<file path="src/rtl/lsr_pkg.sv">
package lsr_pkg;
  localparam int REG_W     = 16;
  localparam int NUM_FLAGS = 6;
  localparam int POL_POS   = 6;

  // Flag index -> bit position in the status word.
  // 0: no start-of-frame delimiter, 1: code violation, 2: disconnect,
  // 3: scrambler unlock, 4: false carrier, 5: forced jam.
  localparam int FLAG_POS [NUM_FLAGS] = '{8, 7, 5, 4, 3, 2};

  // Flags that belong to the 100 Mb/s rate; the rest belong to 10 Mb/s.
  localparam logic [NUM_FLAGS-1:0] FAST_MASK = 6'b111100;

  typedef enum logic {
    SPD_10  = 1'b0,
    SPD_100 = 1'b1
  } speed_e;
endpackage

</file>
<file path="src/rtl/lsr_rate_gate.sv">
// Derives, per sticky flag, whether the selected line rate allows it to hold a value.
module lsr_rate_gate #(
  parameter int                    N         = 6,
  parameter logic [N-1:0]          FAST_SEL  = '0
) (
  input  logic          speed_100,
  output logic [N-1:0]  allow
);
  lsr_pkg::speed_e rate;

  always_comb begin
    rate = lsr_pkg::speed_e'(speed_100);
    case (rate)
      lsr_pkg::SPD_100: allow = FAST_SEL;
      default:          allow = ~FAST_SEL;
    endcase
  end
endmodule

</file>
<file path="src/rtl/lsr_sticky_bank.sv">
// Bank of clear-on-read sticky flags; a coincident event wins over the clear.
module lsr_sticky_bank #(
  parameter int N = 6
) (
  input  logic          clk,
  input  logic          rst,
  input  logic [N-1:0]  event_in,
  input  logic [N-1:0]  allow,
  input  logic          rd_clr,
  output logic [N-1:0]  flag_q
);
  for (genvar i = 0; i < N; i++) begin : g_flag
    logic held;
    always_comb held = flag_q[i] & ~rd_clr;

    always_ff @(posedge clk) begin
      if (rst) flag_q[i] <= 1'b0;
      else     flag_q[i] <= allow[i] & (held | event_in[i]);
    end
  end
endmodule

</file>
<file path="src/rtl/lsr_live_bit.sv">
// Registered, non-latching polarity-correction status.
module lsr_live_bit (
  input  logic clk,
  input  logic rst,
  input  logic enable,
  input  logic detected,
  input  logic speed_100,
  output logic live_q
);
  always_ff @(posedge clk) begin
    if (rst) live_q <= 1'b0;
    else     live_q <= enable & detected & ~speed_100;
  end
endmodule

</file>
<file path="src/rtl/speed_status_reg.sv">
module speed_status_reg #(
  parameter int REG_W     = lsr_pkg::REG_W,
  parameter int NUM_FLAGS = lsr_pkg::NUM_FLAGS
) (
  input  logic             clk,
  input  logic             rst,
  input  logic             speed_100,
  input  logic             pol_fix_en,
  input  logic             pol_reversed,
  input  logic             ev_no_sfd,
  input  logic             ev_code_viol,
  input  logic             ev_disconnect,
  input  logic             ev_unlock,
  input  logic             ev_false_carrier,
  input  logic             ev_force_jam,
  input  logic             rd_stb,
  output logic [REG_W-1:0] status_q
);
  logic [NUM_FLAGS-1:0] ev_vec;
  logic [NUM_FLAGS-1:0] allow_vec;
  logic [NUM_FLAGS-1:0] flag_q;
  logic                 live_q;

  assign ev_vec = {ev_force_jam, ev_false_carrier, ev_unlock,
                   ev_disconnect, ev_code_viol, ev_no_sfd};

  lsr_rate_gate #(
    .N        (NUM_FLAGS),
    .FAST_SEL (lsr_pkg::FAST_MASK)
  ) gate_i (
    .speed_100 (speed_100),
    .allow     (allow_vec)
  );

  lsr_sticky_bank #(
    .N (NUM_FLAGS)
  ) bank_i (
    .clk      (clk),
    .rst      (rst),
    .event_in (ev_vec),
    .allow    (allow_vec),
    .rd_clr   (rd_stb),
    .flag_q   (flag_q)
  );

  lsr_live_bit live_i (
    .clk       (clk),
    .rst       (rst),
    .enable    (pol_fix_en),
    .detected  (pol_reversed),
    .speed_100 (speed_100),
    .live_q    (live_q)
  );

  // Place the registered flags at their word positions; all other bits are 0.
  always_comb begin
    status_q = '0;
    for (int i = 0; i < NUM_FLAGS; i++) begin
      status_q[lsr_pkg::FLAG_POS[i]] = flag_q[i];
    end
    status_q[lsr_pkg::POL_POS] = live_q;
  end
endmodule

</file>
<file path="config.mk">
export PLATFORM = sky130hd
export DESIGN_NAME = speed_status_reg
export DESIGN_NICKNAME = d
export VERILOG_FILES = /design/src/rtl/lsr_pkg.sv /design/src/rtl/lsr_rate_gate.sv /design/src/rtl/lsr_sticky_bank.sv /design/src/rtl/lsr_live_bit.sv /design/src/rtl/speed_status_reg.sv
export SDC_FILE = /design/constraint.sdc
export NUM_CORES = 1
export LEC_CHECK = 0
export ABC_AREA = 1
export BUFFER_PORTS_ARGS = -buffer_cell sky130_fd_sc_hd__buf_2
export CORE_AREA = 2 2 39 41
export DETAILED_ROUTE_END_ITERATION = 10
export DIE_AREA = 0 0 41 43
export MAX_ROUTING_LAYER = met4
export PLACE_DENSITY = 0.71
export SETUP_SLACK_MARGIN = 0.4
export SLEW_MARGIN = 15
export SYNTH_ARGS = -nofsm -noshare
export SYNTH_HDL_FRONTEND = slang
export SYNTH_HIERARCHICAL = 1
export SYNTH_SLANG_ARGS = --single-unit
</file>
<file path="constraint.sdc">
create_clock -name clk -period 0.8 [get_ports clk]
set_input_delay 0.08 -clock clk [delete_from_list [all_inputs] [get_ports clk]]
set_output_delay 0.08 -clock clk [all_outputs]
set_load 0.01 [all_outputs]
</file>
==> results.json <==
{
  "htree_levels": 1,
  "cp_num_cells": 1,
  "antenna_found_initial": 0,
  "path_class": "reg -> out",
  "cp_cell_sequence": "buf_6",
  "grt_pass1_wl_mm": 1.03,
  "start_util_pct": 29.6,
  "dieArea_mm2": 0.00176,
  "grt_pass1_vias": 274,
  "vias_per_cell": 3.65,
  "outcome": "finished clean",
  "cp-start-kind": "flip-flop",
  "seq_area_frac_synth_pct": 34.3,
  "dpl.hpwl_um": 551,
  "wl_um": 709,
  "post-place-ws_ns": 0.251,
  "worstSkewPairLatency_ns": 0.25,
  "hold_viol": 0,
  "finalSetupViolCount": 0,
  "end_kind": "output port",
  "gp_congestion": 0.592,
  "syn_inst": 55,
  "cts_root_buf": "clkbuf_4",
  "ff_latch_area_um2": 148,
  "grt_usage_pct": 10.1,
  "cts_made_buffers": 3,
  "grt_overflow_total": 0,
  "slowest_delay_ns": 0.32,
  "rows": 14,
  "ir_drop_mv": 0.633,
  "min_from": "pol_reversed",
  "hold_slack_ns": 0.0541,
  "critPathArrivalTime_ns": 0.69,
  "regToRegSetupSlack_ns": 0.16,
  "multi_input_comb_area_um2": 153,
  "antenna_cells": 0,
  "power.density_mw_per_mm2": 1590,
  "die_w_um": 41,
  "reg2reg_depth": 3,
  "startpoint": "bank_i/flag_q[4]$_SDFF_PP0_",
  "synth_seq_cells": 7,
  "synthesis.area_um2": 409,
  "critPathRequiredTime_ns": 0.72,
  "hold_path_class": "in -> reg",
  "clkTransAtPathRegs_ns": 0.05,
  "ant_nets": 0,
  "avgSynthCellArea_um2": 7.44,
  "ys_warn_count": 6,
  "setup_tns_ns": 0,
  "clock_sinks": 7,
  "period_needed_ns": 0.768,
  "wl_per_cell_um": 8.06,
  "syn2layout_area_growth_pct": 29.7,
  "initialDrtViolationCount": 1,
  "timing.fmax_mhz": 1300,
  "fin_ws_ns": 0.0324,
  "cts_tree": "built",
  "grt_max_degree": 7,
  "nets": 85,
  "crit_family": "flip-flops",
  "dieHeight_um": 43,
  "r2r_end": "bank_i/flag_q[4]$_SDFF_PP0_",
  "skew_ns": 0,
  "total_power_mw": 0.842,
  "power.leakage_nw": 0.290,
  "dpl.cell_count": 82,
  "design.core.area_mm2": 0.00138,
  "port_buffers": 18,
  "rsz0062_at_grt": "yes",
  "cp_max_fo": 2,
  "crit_buf_inv": 1,
  "drv_cap": 0,
  "finalCritPeriodShare_pct": 95.9,
  "holdBufCountCts": 0,
  "cts_buffer_depth": 2,
  "crit_end": "status_q[3]",
  "slew_viol_final": 0,
  "crit_path_top_delay_cell": "dfxtp_2",
  "rr_startpoint": "bank_i/flag_q[4]$_SDFF_PP0_",
  "final_cells": 88,
  "drive_gt1_share_pct": 56.9,
  "drc_errors": 0,
  "dr_total_vias": 321,
  "io_pins": 28,
  "dr.pass1.iters": 2,
  "fillers": 155,
  "yosysUniqueCellTypes": 8
}
state kept, by name (all words and copies together) (netlist names):
signal and count:
bank_i/flag_q 6, live_i/live_q 1
cells in the final DEF, fill, tap and decap left out:
cell type,synthesis,routed
inv_1,9,9
buf_2,0,12
dfxtp_2,0,6
buf_6,0,6
inv_2,2,2
buf_4,15,2
clkbuf_1,0,1
a21oi_2,6,6
dfxtp_1,7,1
nor2_2,1,1
conb_1,1,9
nand2_2,0,3
clkbuf_4,0,3
nand2_1,14,11
per-layer routing:
metal / global-route usage [%] / vias to the layer above / wire length, µm
met5: - / - / 0
met4: 8.00 / 0 / 14
met3: 7.85 / 2 / 77
met2: 14.1 / 16 / 357
met1: 8.33 / 135 / 259
li1: - / 168 / -
cells in the mapped netlist:
master / number / area, µm²
buf_4: 15 / 113
a21oi_2: 6 / 52.6
dfxtp_1: 7 / 140
nor2_2: 1 / 6.26
nand2_1: 14 / 52.6
conb_1: 1 / 3.75
inv_2: 2 / 7.51
inv_1: 9 / 33.8
what timing repair did:
item                       in CTS  in global routing
setup endpoints to repair      13                 13
pin swaps                       0                  0
setup buffers                   1                  1
cloned                          0                  0
resized for setup               8                  1
worst min-delay path by stage:
stage                     slack, ns  cells after the start                           to
after floorplan                0.21                      2     live_i/live_q$_SDFF_PP0_
after global placement         0.32                      3  bank_i/flag_q[1]$_SDFF_PP0_
after detailed placement       0.32                      3     live_i/live_q$_SDFF_PP0_
after CTS                      0.04                      3     live_i/live_q$_SDFF_PP0_
after global routing           0.05                      3     live_i/live_q$_SDFF_PP0_
final                          0.05                      3     live_i/live_q$_SDFF_PP0_
per-stage QoR:
step	cell area [µm²]	utilization, %
2_1_floorplan	450	-
3_3_place_gp	444	32.1
3_5_place_dp	444	32.1
4_1_cts	520	37.6
5_1_grt	531	38.3
6_report	531	38.3
power breakdown:
group          internal (mW)  switching, mW
registers              0.367        0.00950
clock network          0.190          0.131
logic                 0.0659         0.0789
worst reg2reg max path: cells and delay by family, from the launching register on:
| family | cells | cell delay (ns) |
|---|---|---|
| and+or+nand+nor | 1 | 0.05 |
| DFF | 1 | 0.32 |
| AOI/OAI and AO/OA | 1 | 0.04 |
| buffers and inverters | 1 | 0.13 |
kinds of logic after synthesis:
| group | share of synthesized area, % |
|---|---|
| AO/OA/AOI/OAI | 12.8 |
| AND/OR/NAND/NOR | 14.4 |
| other | 0.917 |
| buffers and inverters | 37.6 |
| flip-flops | 34.2 |
layout make-up:
| cell class | instances | area share, % |
|---|---|---|
| clock buffers | 4 | 4.95 |
| inverters | 11 | 7.78 |
| multi-input cells | 30 | 28.8 |
| flip-flops and latches | 7 | 27.8 |
| well taps | 16 | 3.77 |
| repair buffers | 20 | 26.9 |
No activity file was read; power rests on OpenSTA's default activity.
